**src/rtl/pfb_pkg.sv**
```systemverilog
package pfb_pkg;
  typedef enum logic [1:0] {
    OUT_NONE = 2'd0,
    OUT_FWD  = 2'd1,
    OUT_DROP = 2'd2
  } pfb_outcome_e;
endpackage

```
**src/rtl/pfb_tag_store.sv**
```systemverilog
module pfb_tag_store #(
  parameter int TAG_W = 27,
  parameter int DEPTH = 8,
  parameter int IDX_W = $clog2(DEPTH)
) (
  input  logic             clk,
  input  logic             rst,
  input  logic [TAG_W-1:0] look_tag,
  input  logic             wr_en,
  input  logic [IDX_W-1:0] wr_idx,
  input  logic [TAG_W-1:0] wr_tag,
  output logic [DEPTH-1:0] hit_vec
);
  logic [TAG_W-1:0] tag_mem [DEPTH];
  logic [DEPTH-1:0] vld_q;

  always_ff @(posedge clk) begin
    if (wr_en) tag_mem[wr_idx] <= wr_tag;
  end

  always_ff @(posedge clk) begin
    if (rst) vld_q <= '0;
    else if (wr_en) vld_q[wr_idx] <= 1'b1;
  end

  for (genvar g = 0; g < DEPTH; g++) begin : g_cmp
    assign hit_vec[g] = vld_q[g] && (tag_mem[g] == look_tag);
  end

  // Tags are written only on a miss, so no tag is ever held twice.
  assert_unique_tag_R5: assert property (@(posedge clk) disable iff (rst)
    $onehot0(hit_vec));
endmodule

```
**src/rtl/pfb_lru_rank.sv**
```systemverilog
module pfb_lru_rank #(
  parameter int DEPTH = 8,
  parameter int IDX_W = $clog2(DEPTH)
) (
  input  logic             clk,
  input  logic             rst,
  input  logic             touch_en,
  input  logic [IDX_W-1:0] touch_idx,
  output logic [IDX_W-1:0] victim_idx
);
  localparam logic [IDX_W-1:0] OLDEST = IDX_W'(DEPTH - 1);

  logic [IDX_W-1:0] rank_q [DEPTH];
  logic [IDX_W-1:0] touch_rank;
  logic [DEPTH-1:0] newest_vec;
  logic [DEPTH-1:0] oldest_vec;

  assign touch_rank = rank_q[touch_idx];

  always_ff @(posedge clk) begin
    if (rst) begin
      for (int i = 0; i < DEPTH; i++) rank_q[i] <= IDX_W'(i);
    end else if (touch_en) begin
      for (int i = 0; i < DEPTH; i++) begin
        if (IDX_W'(i) == touch_idx) rank_q[i] <= '0;
        else if (rank_q[i] < touch_rank) rank_q[i] <= rank_q[i] + 1'b1;
      end
    end
  end

  always_comb begin
    victim_idx = '0;
    for (int i = 0; i < DEPTH; i++) begin
      newest_vec[i] = (rank_q[i] == '0);
      oldest_vec[i] = (rank_q[i] == OLDEST);
      if (oldest_vec[i]) victim_idx = IDX_W'(i);
    end
  end

  // Ranks stay a permutation: one newest entry and one replacement victim.
  assert_rank_perm_R6: assert property (@(posedge clk) disable iff (rst)
    ($countones(newest_vec) == 1) && ($countones(oldest_vec) == 1));
  // A touched entry becomes the newest one.
  assert_touch_newest_R7: assert property (@(posedge clk) disable iff (rst)
    touch_en |=> newest_vec[$past(touch_idx)]);
endmodule

```
**src/rtl/pfb_event_counters.sv**
```systemverilog
module pfb_event_counters #(
  parameter int CNT_W = 16
) (
  input  logic             clk,
  input  logic             rst,
  input  logic             inc_drop,
  input  logic             inc_fwd,
  output logic [CNT_W-1:0] drop_cnt,
  output logic [CNT_W-1:0] fwd_cnt
);
  localparam int NUM_EV = 2;

  logic [NUM_EV-1:0]            inc_vec;
  logic [NUM_EV-1:0][CNT_W-1:0] cnt_q;

  assign inc_vec = {inc_fwd, inc_drop};

  for (genvar g = 0; g < NUM_EV; g++) begin : g_cnt
    always_ff @(posedge clk) begin
      if (rst) cnt_q[g] <= '0;
      else if (inc_vec[g]) cnt_q[g] <= cnt_q[g] + 1'b1;
    end
  end

  assign drop_cnt = cnt_q[0];
  assign fwd_cnt  = cnt_q[1];
endmodule

```
**src/rtl/pf_filter_buf.sv**
```systemverilog
module pf_filter_buf
  import pfb_pkg::*;
#(
  parameter int ADDR_W     = 32,
  parameter int LINE_BYTES = 32,
  parameter int DEPTH      = 8,
  parameter int CNT_W      = 16
) (
  input  logic              clk,
  input  logic              rst,
  input  logic              req_valid,
  output logic              req_ready,
  input  logic [ADDR_W-1:0] req_addr,
  output logic              fwd_valid,
  input  logic              fwd_ready,
  output logic [ADDR_W-1:0] fwd_addr,
  output logic              drop_valid,
  output logic [ADDR_W-1:0] drop_addr,
  output logic [CNT_W-1:0]  drop_cnt,
  output logic [CNT_W-1:0]  fwd_cnt
);
  localparam int OFF_W = $clog2(LINE_BYTES);
  localparam int TAG_W = ADDR_W - OFF_W;
  localparam int IDX_W = $clog2(DEPTH);

  logic [TAG_W-1:0] req_tag;
  logic [DEPTH-1:0] hit_vec;
  logic             any_hit;
  logic [IDX_W-1:0] hit_idx;
  logic [IDX_W-1:0] victim_idx;
  logic [IDX_W-1:0] touch_idx;
  logic             accept;
  pfb_outcome_e     outcome;

  logic              fwd_valid_q;
  logic [ADDR_W-1:0] fwd_addr_q;
  logic              drop_valid_q;
  logic [ADDR_W-1:0] drop_addr_q;

  assign req_tag   = req_addr[ADDR_W-1:OFF_W];
  assign req_ready = !fwd_valid_q || fwd_ready;
  assign accept    = req_valid && req_ready;
  assign any_hit   = |hit_vec;

  always_comb begin
    hit_idx = '0;
    for (int i = 0; i < DEPTH; i++) begin
      if (hit_vec[i]) hit_idx = IDX_W'(i);
    end
  end

  always_comb begin
    if (!accept) outcome = OUT_NONE;
    else if (any_hit) outcome = OUT_DROP;
    else outcome = OUT_FWD;
  end

  assign touch_idx = any_hit ? hit_idx : victim_idx;

  pfb_tag_store #(.TAG_W(TAG_W), .DEPTH(DEPTH), .IDX_W(IDX_W)) u_store (
    .clk      (clk),
    .rst      (rst),
    .look_tag (req_tag),
    .wr_en    (outcome == OUT_FWD),
    .wr_idx   (victim_idx),
    .wr_tag   (req_tag),
    .hit_vec  (hit_vec)
  );

  pfb_lru_rank #(.DEPTH(DEPTH), .IDX_W(IDX_W)) u_lru (
    .clk        (clk),
    .rst        (rst),
    .touch_en   (accept),
    .touch_idx  (touch_idx),
    .victim_idx (victim_idx)
  );

  pfb_event_counters #(.CNT_W(CNT_W)) u_cnt (
    .clk      (clk),
    .rst      (rst),
    .inc_drop (outcome == OUT_DROP),
    .inc_fwd  (outcome == OUT_FWD),
    .drop_cnt (drop_cnt),
    .fwd_cnt  (fwd_cnt)
  );

  always_ff @(posedge clk) begin
    if (rst) begin
      fwd_valid_q  <= 1'b0;
      drop_valid_q <= 1'b0;
    end else begin
      drop_valid_q <= (outcome == OUT_DROP);
      if (outcome == OUT_FWD) fwd_valid_q <= 1'b1;
      else if (fwd_ready) fwd_valid_q <= 1'b0;
    end
  end

  always_ff @(posedge clk) begin
    if (outcome == OUT_FWD) fwd_addr_q <= req_addr;
    if (outcome == OUT_DROP) drop_addr_q <= req_addr;
  end

  assign fwd_valid  = fwd_valid_q;
  assign fwd_addr   = fwd_addr_q;
  assign drop_valid = drop_valid_q;
  assign drop_addr  = drop_addr_q;

  assert_fwd_hold_R8: assert property (@(posedge clk) disable iff (rst)
    (fwd_valid && !fwd_ready) |=> (fwd_valid && $stable(fwd_addr)));
  assert_no_overlap_R10: assert property (@(posedge clk) disable iff (rst)
    drop_valid |-> !fwd_valid);
  assert_one_outcome_R10: assert property (@(posedge clk) disable iff (rst)
    (req_valid && req_ready) |=> (drop_valid || fwd_valid));
  assert_drop_counted_R9: assert property (@(posedge clk) disable iff (rst)
    drop_valid |-> (drop_cnt == $past(drop_cnt) + 1'b1));
endmodule

```
**config.mk**
```make
export PLATFORM = sky130hd
export DESIGN_NAME = pf_filter_buf
export DESIGN_NICKNAME = d
export VERILOG_FILES = /design/src/rtl/pfb_pkg.sv /design/src/rtl/pfb_tag_store.sv /design/src/rtl/pfb_lru_rank.sv /design/src/rtl/pfb_event_counters.sv /design/src/rtl/pf_filter_buf.sv
export SDC_FILE = /design/constraint.sdc
export NUM_CORES = 1
export LEC_CHECK = 0
export BUFFER_PORTS_ARGS = -buffer_cell sky130_fd_sc_hd__buf_2
export CAP_MARGIN = 30
export CORE_MARGIN = 1
export CORE_UTILIZATION = 60
export CTS_CLUSTER_SIZE = 30
export DETAILED_ROUTE_END_ITERATION = 16
export PLACE_DENSITY = 0.84
export SLEW_MARGIN = 20
export SYNTH_ARGS = -nofsm -noshare
export SYNTH_HDL_FRONTEND = slang
export SYNTH_SLANG_ARGS = --single-unit
```
**constraint.sdc**
```tcl
create_clock -name clk -period 7.5 [get_ports clk]
set_input_delay 1.5 -clock clk [delete_from_list [all_inputs] [get_ports clk]]
set_output_delay 1.5 -clock clk [all_outputs]
set_load 0.1 [all_outputs]
```
==> impl_metrics.toml, run 1 <==
[clock_tree]
cts_sinks = 346
cts_hold_buf = 0
cts_made_buffers = 36
cts_tree = "built"
clock-root-buffer = "clkbuf_16"
cts_max_path_buffers = 3
path_clk_slew_ps = 60
clock_latency_ps = 530
post_cts_buffers = 0
cts.htree.levels = 2
cts_resized = 0

[routing]
remaining_drc_errors = 0
firstDrtPassIters = 7
top_layer = "met4"
wl_met2_um = 19000
wl_met1_um = 17700
drtIter0Drc = 1362
totalWireLength_um = 41800
routed-via-count = 10400
ant_nets = 0
via_per_inst = 6.39
met3WireLength_um = 4240
wire_per_inst_um = 25.6

[critical_path]
cp-start-kind = "primary input"
startpoint = "req_addr[10]"
crit_required_ps = 7670
crit_end = "u_lru.rank_q[1][1]$_SDFFCE_PN0P_"
r2r_slack_ps = 2560
r2r-start = "u_store.tag_mem[6][9]$_DFFE_PP_"
r2r_cells = 16
path_max_fanout = 18
cp.arrival_ps = 6080
critPathKind = "in -> reg"
reg2reg_to = "u_lru.rank_q[1][1]$_SDFFCE_PN0P_"
endpoint_kind = "register"

[cells_and_area]
finish.utilization = 0.701
syn2layout_area_growth_pct = 13.8
n_fill_cell = 1719
antennaDiodeCount = 0
final_common_cell = "edfxtp_1"
final_net_count = 1334
final_cell_mix = "304 x edfxtp_1, 134 x buf_2, 121 x xnor2_1, 115 x xor2_1, 70 x nand4_1"
layout.cells.non_filler = 1631
drive_gt1_frac = 0.180

[sta]
setup_tns_ps = 0
fmax_mhz = 169
hold_viol = 0
fin_ws_ps = 1590
timing.final.crit_share = 0.788
worst_pin_slew_ps = 964
fin_skew_ps = 20.4
finalCriticalPeriod_ps = 5910
relSlewSlack = 0.351
setup_viol = 0
rsz0062_at_grt = "false"
maxSlewViolCount = 0

[pwr]
total_leakage_power_nw = 6.17
total_power_mw = 6.44
powerDensity_nw_per_um2 = 363
vdd_drop_max_uv = 243

[synthesis]
syn-cell-area_um2 = 15600
synthDistinctLibCells = 74
synth_edf_count = 304
synthArstFlopShare = 0
ys.warnings.count = 0
synth_seq_cells = 346
yosysSeqAreaShare = 0.639
syn-num-nets = 1190
syn_inst = 1129
synthFlopType = "edfxtp_1"
synth.avg_cell_area_um2 = 13.8

[global_route]
grt.total_usage = 0.320
grt_first_pass_wirelength_um = 61600
grt_max_degree = 55
grt-ovfl-total = 0
antenna_found_initial = 0
grt_pass1_vias = 9710

[place]
portBuffers = 134
gp_congestion = 1.02
place_ws_ps = 1230
dp_cells = 1565
dpl.hpwl_um = 29500

[floorplan]
core_area_um2 = 25300
dieWidth_um = 163
die-area_um2 = 26600
pin_count = 135
initial_core_util = 0.616
die_h_um = 163
rows = 58

[status]
status = "completed"

[worst_hold_path]
worstHoldPathType = "reg -> reg"

[run]
drv_cap = 0
[area by class of cell]
type                    instances  area, um2  share of cell area
clock inverters                13        121             0.00684
clock buffers                  53       1060              0.0595
multi-input cells             722       5320               0.300
flip-flops and latches        346       9970               0.562
well taps                     330        413              0.0233
inverters                      17       63.8             0.00359
repair buffers                150        811              0.0457
[sequential cells by signal (all words and copies together), names as in the netlist]
name / cells
drop_addr: 32
drop_valid: 1
fwd_addr: 32
fwd_valid: 1
u_cnt.drop_cnt: 16
u_cnt.fwd_cnt: 16
u_lru.rank_q: 24
u_store.tag_mem: 216
u_store.vld_q: 8
[synthesized netlist by cell type (5+ instances only)]
| cell | count | area (um2) |
|---|---|---|
| ha_1 | 25 | 313 |
| clkbuf_1 | 11 | 41.3 |
| a211oi_1 | 7 | 52.6 |
| a21oi_1 | 17 | 85.1 |
| xnor2_1 | 121 | 1060 |
| and4_1 | 5 | 43.8 |
| nor2_1 | 71 | 267 |
| o32ai_1 | 5 | 43.8 |
| nor4_1 | 53 | 332 |
| nand4_1 | 70 | 438 |
| edfxtp_1 | 304 | 9130 |
| nand2_1 | 43 | 161 |
| or3_1 | 8 | 50.1 |
| nor4b_1 | 15 | 131 |
| o31ai_1 | 5 | 37.5 |
| buf_4 | 5 | 37.5 |
| buf_6 | 9 | 101 |
| a31oi_1 | 7 | 43.8 |
| and3_1 | 18 | 113 |
| xor2_1 | 115 | 1010 |
| inv_1 | 15 | 56.3 |
| dfxtp_1 | 42 | 841 |
| nand3_1 | 13 | 65.1 |
| o21a_1 | 5 | 37.5 |
| o21ai_0 | 25 | 125 |
| mux2i_1 | 5 | 50.1 |
| buf_2 | 19 | 95.1 |
| nor3_1 | 10 | 50.1 |
[worst max-delay path, cell delays in order]
cell	delay [ps]
buf_2	380
xor2_1	230
nor4_1	340
nand3_1	160
nor4_1	770
nor2_1	270
nand2_1	430
mux2_2	380
nor2_1	100
a211oi_1	60
a21oi_1	200
ha_1	320
nand2_1	160
nor2_1	50
a21oi_1	160
o31ai_1	80
a221oi_1	470
[worst min-delay path by stage]
stage	from	depth (start not counted)	endpoint	slack (ps)
2_1_floorplan	u_store.vld_q[6]$_SDFFE_PP0P_	1	u_store.vld_q[6]$_SDFFE_PP0P_	430
3_3_place_gp	u_store.vld_q[6]$_SDFFE_PP0P_	1	u_store.vld_q[6]$_SDFFE_PP0P_	450
3_5_place_dp	u_store.vld_q[6]$_SDFFE_PP0P_	1	u_store.vld_q[6]$_SDFFE_PP0P_	450
4_1_cts	u_store.vld_q[6]$_SDFFE_PP0P_	1	u_store.vld_q[6]$_SDFFE_PP0P_	480
5_1_grt	u_store.vld_q[6]$_SDFFE_PP0P_	1	u_store.vld_q[6]$_SDFFE_PP0P_	510
6_report	u_store.vld_q[6]$_SDFFE_PP0P_	1	u_store.vld_q[6]$_SDFFE_PP0P_	480
[layer usage]
metal | global-route usage | up-vias
li1 | - | 4591
met1 | 0.473 | 5127
met2 | 0.489 | 623
met3 | 0.0668 | 73
met4 | 0.0684 | 0
met5 | 0 | -
[kinds of logic (layout without fill, tap and decap cells)]
kind of cell | after synthesis | in the layout | share of synthesized area
buffers and inverters | 61 | 233 | 0.0217
AO/OA/AOI/OAI | 109 | 109 | 0.0490
flip-flops | 346 | 346 | 0.639
multiplexers | 9 | 9 | 0.00650
AND/OR/NAND/NOR | 339 | 339 | 0.127
XOR/XNOR | 240 | 240 | 0.137
adder cells (fa/ha/maj) | 25 | 25 | 0.0201
[per-stage QoR]
step,instance area (um2),hold WS [ps]
6_report,17800,477
5_1_grt,17800,514
4_1_cts,17800,479
3_5_place_dp,16600,451
3_3_place_gp,16500,447
2_1_floorplan,15600,434
[power by group]
part	internal (mW)	switching, mW
Combinational	0.663	1.38
Sequential	2.46	0.181
Clock	1.02	0.736
Total	4.14	2.29
No activity file was read; power rests on OpenSTA's default activity.
==> run 2: changes to the inputs <==
Clock period 7.5 ns to 5.45 ns, I/O delays scaled along.
==> impl_metrics.toml, run 2 (same netlist as run 1, synthesis figures left out) <==
[sta]
relSlewSlack = 0.451
worst_pin_slew_ps = 819
finalCriticalPeriod_ps = 5070
rsz0062_at_grt = "false"
hold_viol = 0
setup_viol = 0
maxSlewViolCount = 0
timing.final.crit_share = 0.930
fmax_mhz = 197
fin_ws_ps = 380
hold_ws_ps = 496
fin_skew_ps = 20.0

[cells_and_area]
final_cell_mix = "304 x edfxtp_1, 134 x buf_2, 121 x xnor2_1, 115 x xor2_1, 70 x nand4_1"
drive_gt1_frac = 0.205
syn2layout_area_growth_pct = 16.3
final_common_cell = "edfxtp_1"
final_net_count = 1383
top_register = "u_store.tag_mem"
n_fill_cell = 1597
antennaDiodeCount = 0
multi_input_area_um2 = 5320
seq_area_um2 = 9970
layout.cells.non_filler = 1679
final_cell_area_um2 = 18100
largest_reg_flops = 216

[place]
dp_cells = 1614
dpl.hpwl_um = 27500
place_ws_ps = 74.8
dpl_cell_area_um2 = 17000
portBuffers = 134
gp_congestion = 0.977

[global_route]
grt.total_usage = 0.300
antenna_found_initial = 1
grt-ovfl-total = 0
grt_max_degree = 55
grt_pass1_vias = 10600
grt_first_pass_wirelength_um = 59800

[routing]
wl_met1_um = 15300
firstDrtPassIters = 7
routed-via-count = 10700
wire_per_inst_um = 23.4
top_layer = "met4"
wl_met2_um = 18100
drtIter0Drc = 1226
met3WireLength_um = 4710
via_per_inst = 6.37
totalWireLength_um = 39300
ant_nets = 0
remaining_drc_errors = 0

[clock_tree]
cts_max_path_buffers = 3
cts_hold_buf = 0
post_cts_buffers = 0
path_clk_slew_ps = 50
cts_tree = "built"
clock_latency_ps = 520
cts.htree.levels = 2
cts_sinks = 346
clock-root-buffer = "clkbuf_16"
cts_made_buffers = 36
cts_resized = 0

[critical_path]
crit_required_ps = 5680
critPathKind = "in -> reg"
cp.arrival_ps = 5300
endpoint_kind = "register"
cp-start-kind = "primary input"
path_max_fanout = 18

[status]
status = "completed"

[run]
drv_cap = 0

[floorplan]
rows = 58
dieWidth_um = 163
die-area_um2 = 26600
die_h_um = 163
core_area_um2 = 25300
initial_core_util = 0.616
pin_count = 135

[pwr]
powerDensity_nw_per_um2 = 493
total_power_mw = 8.94
vdd_drop_max_uv = 392
total_leakage_power_nw = 6.39

[worst_hold_path]
worstHoldPathType = "reg -> reg"
run 2: cell types whose count changed in the layout (fill, tap and decap cells not counted), sizes merged:
cell,change
buf,+49
clkbuf,-7
clkinvlp,+2
inv,+2
bufinv,+1
clkinv,+1
run 2: stage by stage:
step / util / setup TNS (ps)
2_1_floorplan: - / -9530
3_3_place_gp: 0.671 / 0
3_5_place_dp: 0.672 / 0
4_1_cts: 0.716 / 0
5_1_grt: 0.716 / 0
6_report: 0.716 / 0
run 2: metal layers:
metal / up-vias / track usage
met3: 99 / 0.0863
met1: 5217 / 0.407
met5: - / 0
met2: 714 / 0.467
met4: 0 / 0.0964
li1: 4669 / -
run 2: power breakdown:
group	switching (mW)	internal [mW]	total, mW
clock network	0.986	1.34	2.33
registers	0.243	3.38	3.63
logic	1.88	1.10	2.98
run 2: layout make-up:
type | count | share of cell area
sequential | 346 | 0.550
tap | 330 | 0.0228
clock buffer | 46 | 0.0528
clock inverter | 19 | 0.00862
timing repair buffer | 199 | 0.0691
inverter | 17 | 0.00352
multi-input combinational | 722 | 0.293
run 2: path summary, 6_finish.rpt:
| kind | startpoint | endpoint | slack, ps | depth (start not counted) |
|---|---|---|---|---|
| setup / recovery | req_addr[7] | u_lru.rank_q[1][0]$_SDFFCE_PN1P_ | 380 | 18 |
| setup reg to reg | u_store.tag_mem[3][6]$_DFFE_PP_ | u_lru.rank_q[1][0]$_SDFFCE_PN1P_ | 940 | 18 |
| hold / removal | u_cnt.drop_cnt[10]$_SDFFE_PP0P_ | u_cnt.drop_cnt[10]$_SDFFE_PP0P_ | 500 | 2 |
| hold reg to reg | u_cnt.drop_cnt[10]$_SDFFE_PP0P_ | u_cnt.drop_cnt[10]$_SDFFE_PP0P_ | 500 | 2 |
run 2: critical path: stages:
cell and delay, ps:
buf_2 360, xor2_1 230, nor4_1 400, nand3_1 220, or4_1 730, nand4_4 240
nor2_4 70, mux2_4 360, nor2_1 120, a21oi_1 50, a21oi_1 220, ha_1 290
nand2_1 90, nor2_1 50, a21oi_1 180, o31ai_1 90, a221oi_1 310, buf_4 180
==> run 3: changes to the inputs <==
Settings changed: GPL_TIMING_DRIVEN from default to 0, SETUP_SLACK_MARGIN from default to 0.05, SLEW_MARGIN 20 to default.
==> impl_metrics.toml, run 3 (same netlist as run 1, synthesis figures left out) <==
[status]
status = "completed"

[critical_path]
startpoint = "req_addr[19]"
cp-start-kind = "primary input"
cp.arrival_ps = 5520
critPathKind = "in -> reg"
r2r-start = "u_store.tag_mem[1][17]$_DFFE_PP_"
crit_required_ps = 5630
r2r_cells = 17
crit_end = "u_lru.rank_q[1][0]$_SDFFCE_PN1P_"
r2r_slack_ps = 730
endpoint_kind = "register"
path_max_fanout = 11
reg2reg_to = "u_lru.rank_q[1][0]$_SDFFCE_PN1P_"

[clock_tree]
cts.htree.levels = 2
cts_max_path_buffers = 3
cts_sinks = 346
clock-root-buffer = "clkbuf_16"
cts_tree = "built"
cts_made_buffers = 36
path_clk_slew_ps = 60
clock_latency_ps = 520

[pwr]
switching_share = 0.353
vdd_drop_max_uv = 431
pwr-share-clk = 0.275
powerDensity_nw_per_um2 = 501
total_leakage_power_nw = 6.42
p_seq_frac = 0.395
total_power_mw = 9.17
p_switching_mw = 3.24
comb_power_share = 0.330
p_int_mw = 5.93

[worst_hold_path]
worstHoldPathType = "reg -> reg"

[sta]
finalCriticalPeriod_ps = 5340
setup_viol = 0
fin_skew_ps = 28.8
relSlewSlack = 0.354
timing.final.crit_share = 0.980
worst_pin_slew_ps = 955
maxSlewViolCount = 0
fmax_mhz = 187
hold_viol = 0

[place]
dpl.hpwl_um = 30600
gp_congestion = 0.948
dp_cells = 1601
portBuffers = 133

[global_route]
grt.total_usage = 0.326
grt_max_degree = 29
grt_first_pass_wirelength_um = 62300
grt_pass1_vias = 9998
grt-ovfl-total = 0
antenna_found_initial = 0

[routing]
drtIter0Drc = 1397
firstDrtPassIters = 5
remaining_drc_errors = 0
totalWireLength_um = 42900
wire_per_inst_um = 25.6
routed-via-count = 10700
via_per_inst = 6.42
ant_nets = 0

[run]
drv_cap = 0

[floorplan]
dieWidth_um = 163
initial_core_util = 0.616
rows = 58
pin_count = 135
die_h_um = 163
die-area_um2 = 26600
core_area_um2 = 25300

[cells_and_area]
final_cell_mix = "304 x edfxtp_1, 139 x buf_2, 118 x xnor2_1, 115 x xor2_1, 70 x nand4_1"
top_register = "u_store.tag_mem"
layout.cells.non_filler = 1673
antennaDiodeCount = 0
syn2layout_area_growth_pct = 17.3
final_net_count = 1376
drive_gt1_frac = 0.206
final_common_cell = "edfxtp_1"
largest_reg_flops = 216
run 3: what timing repair did:
action                                  4_1_cts  5_1_grt
buffers inserted                              1        5
pin swaps                                     0        5
hold buffers                                  0        0
endpoints found under the setup margin       48       24
resized for setup                            10       22
run 3: worst min path at each step:
stage                                        startpoint                            end  slack [ps]  depth (start not counted)
after floorplan           u_store.vld_q[6]$_SDFFE_PP0P_  u_store.vld_q[6]$_SDFFE_PP0P_         430                          1
after global placement    u_store.vld_q[6]$_SDFFE_PP0P_  u_store.vld_q[6]$_SDFFE_PP0P_         440                          1
after detailed placement  u_store.vld_q[6]$_SDFFE_PP0P_  u_store.vld_q[6]$_SDFFE_PP0P_         450                          1
after CTS                 u_store.vld_q[6]$_SDFFE_PP0P_  u_store.vld_q[6]$_SDFFE_PP0P_         470                          1
after global routing      u_store.vld_q[6]$_SDFFE_PP0P_  u_store.vld_q[6]$_SDFFE_PP0P_         490                          1
final                     u_store.vld_q[6]$_SDFFE_PP0P_  u_store.vld_q[6]$_SDFFE_PP0P_         460                          1
run 3: layer usage:
metal	global-route usage	share of wire
met5	0	0
met4	0.0896	0.028
met3	0.0757	0.12
met2	0.504	0.46
met1	0.462	0.39
run 3: critical path, stage by stage:
cell and delay, ps:
buf_2 230, buf_2 330, xnor2_1 220, nand4_1 150, nor4_1 560, nand4b_1 280, o21ai_0 290, a31oi_2 150
mux2_4 340, clkbuf_4 210, nor2_1 170, a211oi_2 80, a21oi_2 210, ha_1 310, nand2_1 160, nor2_1 60
a21oi_1 170, o31ai_1 110, a221oi_2 390
run 3: final cells by class:
type	count	area, um2
Clock buffer	47	1030
Fill cell	1641	7030
Buffer	44	310
Timing Repair Buffer	148	898
Inverter	17	63.8
Tap cell	330	413
Clock inverter	19	203
Sequential cell	346	9970
Multi-Input combinational cell	722	5420
run 3: power by group through the flow:
stage          combinational (mW)  clock (mW)  sequential [mW]
2_1_floorplan                1.90           0             3.72
3_3_place_gp                 2.68           0             3.67
3_5_place_dp                 2.85           0             3.67
4_1_cts                      2.92        2.53             3.62
5_1_grt                      3.25        2.64             3.65
6_report                     3.02        2.52             3.62
run 3: through the flow:
step                      TNS (ps)  hold slack (ps)  area, um2  worst slack, ps  utilization
after floorplan              -9530              434      15600             -176            -
after global placement     -592310              442      16700            -3100        0.659
after CTS                        0              467      18200             50.3        0.718
after detailed placement    -35440              454      16900            -1300        0.668
after global routing          -273              490      18300            -63.6        0.723
final                            0              463      18300              107        0.723
